File: config.mk
export PLATFORM = sky130hd
export DESIGN_NAME = flash_status_ctrl
export DESIGN_NICKNAME = d
export VERILOG_FILES = /design/src/rtl/flash_status_pkg.sv /design/src/rtl/fsr_prot_map.sv /design/src/rtl/fsr_wr_gate.sv /design/src/rtl/flash_status_ctrl.sv
export SDC_FILE = /design/constraint.sdc
export NUM_CORES = 1
export LEC_CHECK = 0
export BUFFER_PORTS_ARGS = -buffer_cell sky130_fd_sc_hd__buf_2
export CORE_ASPECT_RATIO = 1.5
export CORE_MARGIN = 2
export CORE_UTILIZATION = 38
export DETAILED_ROUTE_END_ITERATION = 16
export GPL_ROUTABILITY_DRIVEN = 0
export HOLD_SLACK_MARGIN = 0.12
export PLACE_DENSITY = 0.77
export SLEW_MARGIN = 15
export SYNTH_ARGS = -nofsm -noshare
export SYNTH_HDL_FRONTEND = slang
export SYNTH_SLANG_ARGS = --single-unit
File: constraint.sdc
create_clock -name clk -period 2.2 [get_ports clk]
set_input_delay 0.33 -clock clk [delete_from_list [all_inputs] [get_ports clk]]
set_output_delay 0.33 -clock clk [all_outputs]
set_load 0.05 [all_outputs]
File: src/rtl/flash_status_pkg.sv
`timescale 1ns/1ps
package flash_status_pkg;
   // status word bit positions (fixed: the serial read path shifts them out)
   localparam int ST_W      = 16;
   localparam int B_BUSY    = 0;
   localparam int B_LATCH   = 1;
   localparam int B_LVL_LO  = 2;
   localparam int LVL_W     = 3;
   localparam int B_LOWEND  = 5;
   localparam int B_PINLOCK = 7;
   localparam int B_HARDLK  = 8;
   localparam int B_QUAD    = 9;
   localparam int FRAC_LOG  = 6;   // smallest region is 1/2^FRAC_LOG

   typedef struct packed {
      logic             quad_en;
      logic             lock_hard;
      logic             lock_pin;
      logic             prot_low;
      logic [LVL_W-1:0] prot_lvl;
   } nv_bits_t;
endpackage

File: src/rtl/fsr_prot_map.sv
`timescale 1ns/1ps
module fsr_prot_map
   import flash_status_pkg::*;
#(
   parameter int ADDR_W = 24
)(
   input  logic [LVL_W-1:0]  prot_lvl,
   input  logic              prot_low,
   input  logic [ADDR_W-1:0] addr,
   output logic              hit
);
   localparam int LVL_MAX = (1 << LVL_W) - 1;
   localparam int SH_BASE = ADDR_W - FRAC_LOG - 1;

   if (ADDR_W <= FRAC_LOG) begin : g_bad_width
      $error("fsr_prot_map: ADDR_W must exceed FRAC_LOG");
   end

   logic [ADDR_W-1:0] upper;
   logic [ADDR_W-1:0] all_ones;
   int                sh;

   always_comb begin
      sh       = SH_BASE + int'(prot_lvl);
      upper    = addr >> sh;
      all_ones = {ADDR_W{1'b1}} >> sh;
      if (prot_lvl == '0)
         hit = 1'b0;
      else if (int'(prot_lvl) == LVL_MAX)
         hit = 1'b1;
      else if (prot_low)
         hit = (upper == '0);
      else
         hit = (upper == all_ones);
   end
endmodule

File: src/rtl/fsr_wr_gate.sv
`timescale 1ns/1ps
module fsr_wr_gate #(
   parameter bit PIN_GATE = 1'b1
)(
   input  logic lock_hard,
   input  logic lock_pin,
   input  logic prot_pin_n,
   output logic allow
);
   if (PIN_GATE) begin : g_pin
      assign allow = !lock_hard && (!lock_pin || prot_pin_n);
   end else begin : g_nopin
      logic unused_pin;
      assign unused_pin = lock_pin ^ prot_pin_n;
      assign allow      = !lock_hard;
   end
endmodule

File: src/rtl/flash_status_ctrl.sv
`timescale 1ns/1ps
module flash_status_ctrl
   import flash_status_pkg::*;
#(
   parameter int ADDR_W   = 24,
   parameter bit HAS_QUAD = 1'b1,
   parameter bit PIN_GATE = 1'b1
)(
   input  logic              clk,
   input  logic              rst_n,
   input  logic              cmd_wr_en,
   input  logic              cmd_wr_dis,
   input  logic              cmd_st_wr,
   input  logic              cmd_st_rd,
   input  logic              cmd_susp,
   input  logic              cmd_prog,
   input  logic              cmd_erase_sec,
   input  logic              cmd_erase_blk,
   input  logic              cmd_erase_all,
   input  logic [15:0]       wr_data,
   input  logic [ADDR_W-1:0] op_addr,
   input  logic              prot_pin_n,
   input  logic              op_done,
   output logic [15:0]       status,
   output logic              busy,
   output logic              cmd_accept,
   output logic              addr_protected
);
   if (ADDR_W < 8 || ADDR_W > 32) begin : g_bad_addr
      $error("flash_status_ctrl: ADDR_W out of range");
   end

   logic     busy_q, busy_d;
   logic     latch_q, latch_d;
   nv_bits_t nv_q, nv_d, nv_wr;
   logic     is_array, needs_latch;
   logic     prot_hit, array_blocked, st_allow;
   logic     quad_wr;

   assign is_array    = cmd_prog | cmd_erase_sec | cmd_erase_blk | cmd_erase_all;
   assign needs_latch = is_array | cmd_st_wr;

   fsr_prot_map #(.ADDR_W(ADDR_W)) u_map (
      .prot_lvl (nv_q.prot_lvl),
      .prot_low (nv_q.prot_low),
      .addr     (op_addr),
      .hit      (prot_hit)
   );

   fsr_wr_gate #(.PIN_GATE(PIN_GATE)) u_gate (
      .lock_hard  (nv_q.lock_hard),
      .lock_pin   (nv_q.lock_pin),
      .prot_pin_n (prot_pin_n),
      .allow      (st_allow)
   );

   // whole-array erase is refused whenever any region is protected
   assign array_blocked = cmd_erase_all ? (nv_q.prot_lvl != '0) : prot_hit;

   if (HAS_QUAD) begin : g_quad
      assign quad_wr = wr_data[B_QUAD];
   end else begin : g_noquad
      logic unused_quad;
      assign unused_quad = wr_data[B_QUAD];
      assign quad_wr     = 1'b0;
   end

   logic unused_wr;
   assign unused_wr = ^{wr_data[15:10], wr_data[6], wr_data[1:0]};

   assign nv_wr = '{quad_en:   quad_wr,
                    lock_hard: wr_data[B_HARDLK],
                    lock_pin:  wr_data[B_PINLOCK],
                    prot_low:  wr_data[B_LOWEND],
                    prot_lvl:  wr_data[B_LVL_LO +: LVL_W]};

   always_comb begin
      busy_d     = busy_q;
      latch_d    = latch_q;
      nv_d       = nv_q;
      cmd_accept = 1'b0;
      if (busy_q) begin
         cmd_accept = cmd_st_rd | cmd_susp;
         if (op_done) busy_d = 1'b0;
      end else begin
         if (cmd_st_rd) cmd_accept = 1'b1;
         if (cmd_wr_en) begin
            cmd_accept = 1'b1;
            latch_d    = 1'b1;
         end
         if (cmd_wr_dis) begin
            cmd_accept = 1'b1;
            latch_d    = 1'b0;
         end
         if (needs_latch && latch_q) begin
            latch_d = 1'b0;
            if (cmd_st_wr && st_allow) begin
               cmd_accept = 1'b1;
               busy_d     = 1'b1;
               nv_d       = nv_wr;
            end
            if (is_array && !array_blocked) begin
               cmd_accept = 1'b1;
               busy_d     = 1'b1;
            end
         end
      end
   end

   always_ff @(posedge clk or negedge rst_n) begin
      if (!rst_n) begin
         busy_q  <= 1'b0;
         latch_q <= 1'b0;
         nv_q    <= '0;
      end else begin
         busy_q  <= busy_d;
         latch_q <= latch_d;
         nv_q    <= nv_d;
      end
   end

   always_comb begin
      status                            = '0;
      status[B_BUSY]                    = busy_q;
      status[B_LATCH]                   = latch_q;
      status[B_LVL_LO +: LVL_W]         = nv_q.prot_lvl;
      status[B_LOWEND]                  = nv_q.prot_low;
      status[B_PINLOCK]                 = nv_q.lock_pin;
      status[B_HARDLK]                  = nv_q.lock_hard;
      status[B_QUAD]                    = nv_q.quad_en;
   end

   assign busy           = busy_q;
   assign addr_protected = prot_hit;

   // busy only rises after an accepted instruction
   a_r4_busy_from_accept: assert property (@(posedge clk) disable iff (!rst_n)
      $rose(busy_q) |-> $past(cmd_accept));
   // completion while busy releases the flag
   a_r4_done_clears: assert property (@(posedge clk) disable iff (!rst_n)
      busy_q && op_done |=> !busy_q);
   // every accepted modifying instruction drops the latch
   a_r4_latch_drops: assert property (@(posedge clk) disable iff (!rst_n)
      cmd_accept && needs_latch |=> !latch_q);
   // only status read and suspend pass while busy
   a_r5_busy_gate: assert property (@(posedge clk) disable iff (!rst_n)
      busy_q && !cmd_st_rd && !cmd_susp |-> !cmd_accept);
   // write enable while idle sets the latch
   a_r2_latch_set: assert property (@(posedge clk) disable iff (!rst_n)
      !busy_q && cmd_wr_en |=> latch_q);
   // hard lock freezes the non-volatile bits
   a_r7_hard_lock: assert property (@(posedge clk) disable iff (!rst_n)
      !busy_q && cmd_st_wr && nv_q.lock_hard |=> $stable(nv_q));
   // a protected target never starts an operation
   a_r9_prot_reject: assert property (@(posedge clk) disable iff (!rst_n)
      !busy_q && is_array && array_blocked |=> !busy_q);
   // the extreme ends are protected at the top level
   a_r8_full_level: assert property (@(posedge clk) disable iff (!rst_n)
      nv_q.prot_lvl == 3'd7 |-> addr_protected);
endmodule

==> metrics.md <==
| Metric | Value |
|---|---|
| Die Wd | `approximately 44 um` |
| Grt ovf | `0` |
| Tcrit/Tclk final | `110%` |
| Top FF cell, synth | `dfrtp_1` |
| H-Tree Depth | `1` |
| PortBufs | `38` |
| Dominant cell by count in the synthesized netlist | `buf_4` |
| VDD IR-drop max | `0.987 mV` |
| Seq/Total Area, Yosys | `~24%` |
| Critical Path Sink | `cmd_accept` |
| Hold crit path type | `input port to register` |
| # IOs | `just over 70` |
| Synth Area per Inst | `a little over 9 um2` |
| Share of cells above drive strength 1 | `a little over half` |
| Max_cap viols | `0` |
| Worst Path Class, Setup | `register to output pin` |
| Global-route wire length before repair | `approximately 3500 um` |
| Routed length per instance | `between 10 and 15 um` |
| CTS root buffer | `clkbuf_4` |
| Filler instances | `approximately 230` |
| Yosys cell types | `43` |
| Synth Warn # | `0` |
| N_diodes | `0` |
| TritonCTS clock tree | `done` |
| Core area | `~2400 um2` |
| Failing checks | `negative setup slack` |
| Synth async-reset ratio | `100%` |
| Critical Path RT | `approximately 1.9 ns` |
| Layout Utilization | `50.7%` |
| GRT Util Overall | `15.4%` |
| Critical path peak fanout | `11` |
| Synth Cell Area | `a little over 900 um2` |
| Initial antenna violation count | `0` |
| CTS Buffer Depth | `2` |
| Die Y | `between 60 and 70 um` |
| Crit end category | `output pin` |
| Static Leak | `just under 0.6 nW` |
| Initial Util | `between 30% and 40%` |
| Pwr/cell area | `roughly 1400 nW/um2` |
| Register area | `approximately 230 um2` |
| Setup crit start | `status[2]` |
| R2r startpoint | `status[2]` |
| Status | `finished, violations left` |
| Clock Skew | `0.000571 ns` |
| # clock sinks | `9` |
| Max Clk Rate | `0.413 GHz` |
| Dpl hpwl | `between 1500 and 2000 um` |
| Worst-skew pair later-pin latency | `roughly 0.25 ns` |
| Rows | `22` |
| Via Count | `911` |
| Hold WS | `approximately 0.27 ns` |
| Worst Path Arrival | `around 2.1 ns` |
| Multi-input logic area | `601 um2` |
| Number of synthesized flops with an enable pin | `0` |
| Area contributors post-synth | `dfrtp_1, buf_4, mux2_4` |
| Die ar. | `roughly 2900 um2` |
| Largest net degree at the start of global routing | `18` |
| Number of synthesized register bits | `9` |
| Syn Inst Count | `between 100 and 150` |
| Most frequent cells after synthesis | `buf_4, dfrtp_1, nor2_1` |
| R2R Path End | `busy` |
| ANT nets after route | `0` |
| # DRC | `0` |
| Vias in the first global route | `~830` |
| Dpl cell area | `1150 um2` |
| Depth of the most critical reg-to-reg path | `7` |
| Yosys top cell area share | `around 24%` |
| Clock Pin Slew Worst Setup and Hold Paths | `0.06 ns` |
| DR iter-0 viols | `9` |
| RSZ-0062 raised after global routing | `true` |
| Via/cell ratio | `5.39` |
| Final setup fails | `2` |
| Area leader, netlist | `dfrtp_1` |
| Minimum clock period | `2.42 ns` |
| Number of buffers created by CTS | `3` |
| R2R setup slack | `between 0.3 and 0.4 ns` |
| Hold Vio Cnt, Final | `0` |
| Post-route setup slack | `-0.218 ns` |
| Final wirelength | `between 2000 and 2500 um` |
| Layout Nets | `199` |
| Count of pins over their slew limit | `0` |
| Area delta synth->final | `30.7%` |
| Hold-critical path depth | `2` |
| First-pass DRT Iterations | `4` |
| Startpoint types | `register` |
| Design Area, Final | `between 1000 and 1500 um2` |
| Setup TNS Final | `-0.372 ns` |
[power by group]
group	internal, W	switching, W	total, W
clock network	0.0000696	0.0000534	0.000123
registers	0.000251	0.000136	0.000387
logic	0.000487	0.000721	0.00121
total	0.000807	0.000911	0.00172
[critical path: stages, from the launching register on]
cell and delay (ns):
dfrtp_2 0.46, buf_4 0.20, nand4bb_1 0.19, nand3_1 0.09, a32oi_1 0.07, a2111oi_2 0.30
o2bb2ai_1 0.16, buf_4 0.14, o21ai_4 0.05, buf_6 0.15
[cell type report]
| type | instances | area share, % |
|---|---|---|
| Tap cell | 24 | 2.47 |
| Inverter | 3 | 0.927 |
| Timing Repair Buffer | 53 | 26.2 |
| Sequential cell | 9 | 18.8 |
| Clock buffer | 4 | 2.16 |
| Multi-Input combinational cell | 76 | 49.4 |
[cell usage in the layout (no fill, tap or decap), drive strengths merged, types with 2 or more instances in the layout]
cell    instances
nor3b           2
nand2b          3
buf            52
nand2           4
mux2i           4
or3             2
nor2            8
nor4            4
mux2            7
and3            2
dfrtp           9
a21o            4
nor3            3
a21oi           6
clkbuf          4
inv             3
o32ai           2
conb            7
o21ai           3
[logic make-up after synthesis]
| group | count (synthesis) | synth area share (%) |
|---|---|---|
| other | 1 | 0.403 |
| buffers and inverters | 23 | 17.1 |
| multiplexers | 12 | 18.0 |
| flip-flops | 9 | 24.2 |
| AO/OA/AOI/OAI | 23 | 17.5 |
| AND/OR/NAND/NOR | 34 | 22.7 |
[stage by stage]
stage | std cells | setup slack (ns) | total power, W
after floorplan | 108 | -0.0149 | 0.00136
after global routing | 169 | -0.352 | 0.00183
after CTS | 169 | -0.229 | 0.00172
after detailed placement | 164 | -0.129 | 0.00156
final | 169 | -0.218 | 0.00172
after global placement | 164 | -0.116 | 0.00154
[state kept, by name (all words and copies together) (netlist names)]
| signal | cells |
|---|---|
| latch_q | 1 |
| busy | 1 |
| status | 7 |
[routing by layer]
metal	up-vias	GRT usage (%)	share of wire, %
li1	441	-	-
met1	434	17.8	39
met2	34	27.4	55
met3	2	3.62	6.5
met4	0	3.79	0.37
met5	-	0	0
[how the worst min path moves through the flow]
stage | startpoint | slack (ns) | to
2_1_floorplan | rst_n | 0.03 | busy
3_3_place_gp | rst_n | 0.19 | status[9]
4_1_cts | op_done | 0.27 | busy
3_5_place_dp | rst_n | 0.19 | status[7]
6_report | op_done | 0.27 | busy
5_1_grt | op_done | 0.26 | busy
[repair_timing]
item,in CTS,in global routing
pin swaps,0,0
hold buffers,1,0
setup buffers,0,0
cloned,0,0
setup endpoints to repair,2,2
hold endpoints to repair,9,0
gates resized for setup,5,1
(Power assumes the default switching activity.)
